$ cat src/rtl/intx_irq_pkg.sv
package intx_irq_pkg;

    localparam int REG_W   = 32;
    localparam int LANE_W  = 8;
    localparam int N_LANE  = REG_W / LANE_W;
    localparam int N_INTX  = 4;
    localparam int N_ERR_H = 2;
    localparam int N_ERR_L = 6;
    localparam int N_ERR   = N_ERR_H + N_ERR_L;
    localparam int PRIO_W  = 7;
    localparam int WAIT_W  = 4;

    // Bit positions software decodes
    localparam int POS_PEND  = 28;
    localparam int POS_ERR_H = 26;
    localparam int POS_EN    = 22;
    localparam int POS_ERR_L = 16;
    localparam int POS_PRIO  = 8;
    localparam int POS_WAIT  = 0;

    typedef struct packed {
        logic [N_INTX-1:0]  pend;
        logic [N_ERR_H-1:0] err_en_h;
        logic [N_INTX-1:0]  line_en;
        logic [N_ERR_L-1:0] err_en_l;
        logic               gap_hi;
        logic [PRIO_W-1:0]  prio;
        logic [3:0]         gap_lo;
        logic [WAIT_W-1:0]  wait_v;
    } ctl_word_t;

    function automatic logic [N_ERR-1:0] err_enables(input ctl_word_t w);
        return {w.err_en_h, w.err_en_l};
    endfunction

endpackage

$ cat src/rtl/cfg_field.sv
module cfg_field #(
    parameter int W = 4
) (
    input  logic         clk,
    input  logic         rst,
    input  logic [W-1:0] bit_we,
    input  logic [W-1:0] bit_d,
    output logic [W-1:0] q
);
    for (genvar i = 0; i < W; i++) begin : g_bit
        always_ff @(posedge clk) begin
            if (rst)
                q[i] <= 1'b0;
            else if (bit_we[i])
                q[i] <= bit_d[i];
        end
    end
endmodule

$ cat src/rtl/intx_pend.sv
module intx_pend #(
    parameter int N = 4
) (
    input  logic         clk,
    input  logic         rst,
    input  logic [N-1:0] line_i,
    input  logic [N-1:0] ack_i,
    output logic [N-1:0] pend_o
);
    for (genvar i = 0; i < N; i++) begin : g_line
        always_ff @(posedge clk) begin
            if (rst)
                pend_o[i] <= 1'b0;
            else if (line_i[i])
                pend_o[i] <= 1'b1;
            else if (ack_i[i])
                pend_o[i] <= 1'b0;
        end
    end
endmodule

$ cat src/rtl/irq_merge.sv
module irq_merge #(
    parameter int N = 12
) (
    input  logic         clk,
    input  logic         rst,
    input  logic [N-1:0] src_i,
    input  logic [N-1:0] en_i,
    output logic         irq_o
);
    logic any_live;
    assign any_live = |(src_i & en_i);

    always_ff @(posedge clk) begin
        if (rst)
            irq_o <= 1'b0;
        else
            irq_o <= any_live;
    end
endmodule

$ cat src/rtl/intx_irq_ctrl.sv
module intx_irq_ctrl
    import intx_irq_pkg::*;
(
    input  logic        clk,
    input  logic        rst,
    input  logic        wr_en,
    input  logic [3:0]  wr_be,
    input  logic [31:0] wr_data,
    input  logic [3:0]  intx_in,
    input  logic [7:0]  err_in,
    output logic [31:0] rd_data,
    output logic        irq_o
);
    localparam int N_SRC = N_INTX + N_ERR;

    logic [REG_W-1:0] bit_we;
    for (genvar b = 0; b < REG_W; b++) begin : g_we
        assign bit_we[b] = wr_en & wr_be[b / LANE_W];
    end

    ctl_word_t word;

    intx_pend #(.N(N_INTX)) u_pend (
        .clk    (clk),
        .rst    (rst),
        .line_i (intx_in),
        .ack_i  (bit_we[POS_PEND +: N_INTX] & wr_data[POS_PEND +: N_INTX]),
        .pend_o (word.pend)
    );

    cfg_field #(.W(N_ERR_H)) u_err_h (
        .clk(clk), .rst(rst),
        .bit_we(bit_we[POS_ERR_H +: N_ERR_H]),
        .bit_d (wr_data[POS_ERR_H +: N_ERR_H]),
        .q     (word.err_en_h)
    );

    cfg_field #(.W(N_INTX)) u_line_en (
        .clk(clk), .rst(rst),
        .bit_we(bit_we[POS_EN +: N_INTX]),
        .bit_d (wr_data[POS_EN +: N_INTX]),
        .q     (word.line_en)
    );

    cfg_field #(.W(N_ERR_L)) u_err_l (
        .clk(clk), .rst(rst),
        .bit_we(bit_we[POS_ERR_L +: N_ERR_L]),
        .bit_d (wr_data[POS_ERR_L +: N_ERR_L]),
        .q     (word.err_en_l)
    );

    cfg_field #(.W(PRIO_W)) u_prio (
        .clk(clk), .rst(rst),
        .bit_we(bit_we[POS_PRIO +: PRIO_W]),
        .bit_d (wr_data[POS_PRIO +: PRIO_W]),
        .q     (word.prio)
    );

    cfg_field #(.W(WAIT_W)) u_wait (
        .clk(clk), .rst(rst),
        .bit_we(bit_we[POS_WAIT +: WAIT_W]),
        .bit_d (wr_data[POS_WAIT +: WAIT_W]),
        .q     (word.wait_v)
    );

    assign word.gap_hi = 1'b0;
    assign word.gap_lo = '0;

    irq_merge #(.N(N_SRC)) u_merge (
        .clk   (clk),
        .rst   (rst),
        .src_i ({word.pend, err_in}),
        .en_i  ({word.line_en, err_enables(word)}),
        .irq_o (irq_o)
    );

    assign rd_data = word;

    logic unused_bits;
    assign unused_bits = ^{bit_we[15], bit_we[7:4], wr_data[15], wr_data[7:4]};
endmodule

$ cat config.mk
export PLATFORM = sky130hd
export DESIGN_NAME = intx_irq_ctrl
export DESIGN_NICKNAME = d
export VERILOG_FILES = /design/src/rtl/intx_irq_pkg.sv /design/src/rtl/cfg_field.sv /design/src/rtl/intx_pend.sv /design/src/rtl/irq_merge.sv /design/src/rtl/intx_irq_ctrl.sv
export SDC_FILE = /design/constraint.sdc
export NUM_CORES = 1
export LEC_CHECK = 0
export BUFFER_PORTS_ARGS = -buffer_cell sky130_fd_sc_hd__buf_4
export CORE_UTILIZATION = 39
export CTS_CLUSTER_DIAMETER = 60
export DETAILED_ROUTE_END_ITERATION = 8
export GPL_ROUTABILITY_DRIVEN = 0
export PLACE_DENSITY = 0.78
export RECOVER_POWER = 100
export SLEW_MARGIN = 20
export SYNTH_ARGS = -nofsm -noshare
export SYNTH_HDL_FRONTEND = slang
export SYNTH_SLANG_ARGS = --single-unit
$ cat constraint.sdc
create_clock -name clk -period 1.32 [get_ports clk]
set_clock_uncertainty 0.15 [all_clocks]
set_input_delay 0.066 -clock clk [delete_from_list [all_inputs] [get_ports clk]]
set_output_delay 0.066 -clock clk [all_outputs]
set_load 0.02 [all_outputs]
==> summary.txt <==
Critical path
  – Crit. End Element: register
  – Crit-path max FO: 6
  – Data arrival, critical path: 1.33 ns
  – WP data required: 1.40 ns
  – Startpoint Class: input port
  – FF-to-FF setup slack: 0.16 ns
  – Crit path from: wr_be[3]
  – Critical-path cell list: clkbuf_1 > dlygate4sd3_1 > nand3_1 > a21oi_1 > nor2_1
  – FF-to-FF Start: u_pend.pend_o[2]
  – CP max stage cell: dlygate4sd3_1
  – Critical path type: input port to register
  – Worst stage delay on the critical path: 0.73 ns

Final layout
  – Fin area: 2070 um2
  – Final net count: 306
  – Fillers: 223
  – Fraction of layout cells with a size suffix above 1: 20.1%
  – Layout area overhead: 85.8%
  – Ant diodes: 0

Synth
  – Leading area contributor after synthesis: dfxtp_1
  – Total number of yosys warnings: 0
  – Syn Inst Count: 135
  – Synth Register Bits: 28
  – Cell Area, Synth: 1110 um2
  – Synth top area cells: dfxtp_1, a21oi_1, nand3_1
  – Avg Cell Area, Syn: 8.25 um2
  – Netlist cell types: 15
  – Sequential fraction of the synthesis area: 50.3%
  – Synth top area share: 50.3%

STA
  – Unrepaired setup endpoints after global routing: no
  – Fin. max-slew vios: 0
  – Minimum clock period: 1.25 ns
  – Period utilization: 94.7%
  – Final hold slack: -0.00230 ns
  – # setup viols final: 0
  – Hold Vio Cnt, Final: 1
  – Achievable frequency: 800 MHz
  – Setup TNS: 0 ns

Global route
  – First-pass GRT wire length: 6890 um
  – Gr ovfl total: 0
  – Pin count of the biggest net entering global routing: 29
  – Vias in the first global route: 1472
  – Antenna violations before repair: 0
  – Gr usage total: 28.8%

Outcome
  – Failing checks: negative hold slack
  – Status: finished, violations left

Clocking
  – CTS Buf Count: 3
  – TritonCTS clock tree: built
  – Clock Path Buffers: 2
  – Post-CTS Setup Bufs: 0
  – CTS H-tree lvls: 1
  – Clock root buffer: clkbuf_4
  – Clock sinks: 28
  – Clock transition at path regs: 0.15 ns
  – Clock Latency Late Sink: 0.33 ns

Routing
  – Drt wl/cell: 15.6 um
  – Vias/cell: 5.08
  – Drt first pass iters: 4
  – Post-route ant nets: 0
  – First DRT Iteration DRCs: 42
  – Routed vias: 1449
  – Final WL: 4450 um
  – Drt drc: 0

Power
  – Static leakage: 0.000852 uW
  – Peak supply drop: 0.896 mV
  – Pwr Density: 871 nW/um2

Die
  – # IOs: 84
  – Core ar.: 2730 um2
  – Initial Util: 40.7%
  – Die Footprint: 3070 um2
  – Die H: 55.4 um
  – Placement Rows: 19
  – Chip Width: 55.4 um

Place
  – IO buf count: 73
  – Placed inst area: 1630 um2
  – Hpwl dp: 2260 um

Run
  – Max cap viols: 0

Min path
  – HP Class: input port to register
  – Hold path start: wr_en
-- cell usage after synthesis --
master	count
a31oi_1	1
conb_1	1
a22o_1	3
dfxtp_1	28
buf_4	8
nor2_1	4
a221oi_2	1
nand2_2	1
nand2_1	26
clkbuf_1	1
a21oi_1	27
buf_6	1
nand3_1	27
buf_2	4
a221oi_1	2
-- cell usage in the layout (no fill, tap or decap), drive strengths merged --
| cell | Yosys | layout |
|---|---|---|
| dlygate4sd3 | 0 | 49 |
| buf | 13 | 43 |
| clkbuf | 1 | 35 |
| dfxtp | 28 | 28 |
| nand3 | 27 | 27 |
| nand2 | 27 | 27 |
| a21oi | 27 | 27 |
| conb | 1 | 5 |
| nor2 | 4 | 4 |
| a22o | 3 | 3 |
| a221oi | 3 | 3 |
| a31oi | 1 | 1 |
| dlymetal6s4s | 0 | 1 |
| clkdlybuf4s25 | 0 | 1 |
-- where the power goes --
part	internal [uW]	leakage, uW	switching (uW)
logic	238	0.000601	226
registers	890	0.000230	31.3
clock network	169	0.0000210	248
total	1300	0.000852	505
-- cell families after synthesis --
group / Yosys count / share of synthesized area [%]
and+or+nand+nor: 58 / 22.8
AOI/OAI and AO/OA: 34 / 18.0
DFF: 28 / 50.3
buffers and inverters: 14 / 8.54
other: 1 / 0.337
-- cell type report --
| type | instances | area, um2 | share of cell area, % |
|---|---|---|---|
| clock buffers | 4 | 36.3 | 1.75 |
| well taps | 31 | 38.8 | 1.87 |
| repair buffers | 125 | 953 | 46.1 |
| multi-input cells | 97 | 480 | 23.2 |
| flip-flops and latches | 28 | 561 | 27.1 |
-- sequential cells by signal (all words and copies together) (netlist names) --
name           count
u_pend.pend_o      4
u_prio.q           7
u_err_h.q          2
u_line_en.q        4
u_wait.q           4
u_merge.irq_o      1
u_err_l.q          6
-- worst paths after layout --
check | depth (start not counted) | endpoint
max | 5 | u_pend.pend_o[1]
min | 4 | u_pend.pend_o[3]
max reg2reg | 3 | u_merge.irq_o
min reg2reg | 2 | u_wait.q[2]
-- layer usage --
| layer | GRT usage, % | wire length [um] | vias up |
|---|---|---|---|
| met5 | 0 | 0 | - |
| met4 | 11.8 | 103 | 0 |
| met3 | 7.26 | 276 | 12 |
| met2 | 55.9 | 2410 | 65 |
| met1 | 28.6 | 1670 | 670 |
| li1 | - | - | 702 |
-- per-stage QoR --
step | cells | power, uW | hold slack [ns] | utilization [%] | worst slack, ns
2_1_floorplan | 139 | 1120 | 0.0334 | - | 0.150
4_1_cts | 285 | 1820 | 0.00522 | 79.5 | 0.0202
6_report | 285 | 1800 | -0.00230 | 75.7 | 0.0701
5_1_grt | 285 | 1880 | 0.0250 | 75.7 | 0.0185
3_3_place_gp | 230 | 1290 | 0.121 | 59.5 | 0.107
3_5_place_dp | 230 | 1300 | 0.136 | 59.5 | 0.0807
-- critical path: cells and delay by family --
family,cells,cell delay [ns]
AOI/OAI and AO/OA,1,0.20
buffers and inverters,2,0.86
and+or+nand+nor,2,0.20
-- timing repair --
item | 4_1_cts | 5_1_grt
resized for setup | 0 | 5
setup endpoints to repair | 0 | 6
hold endpoints to repair | 28 | 4
hold buffers | 51 | 4
Power figures use the tool's default switching activity.
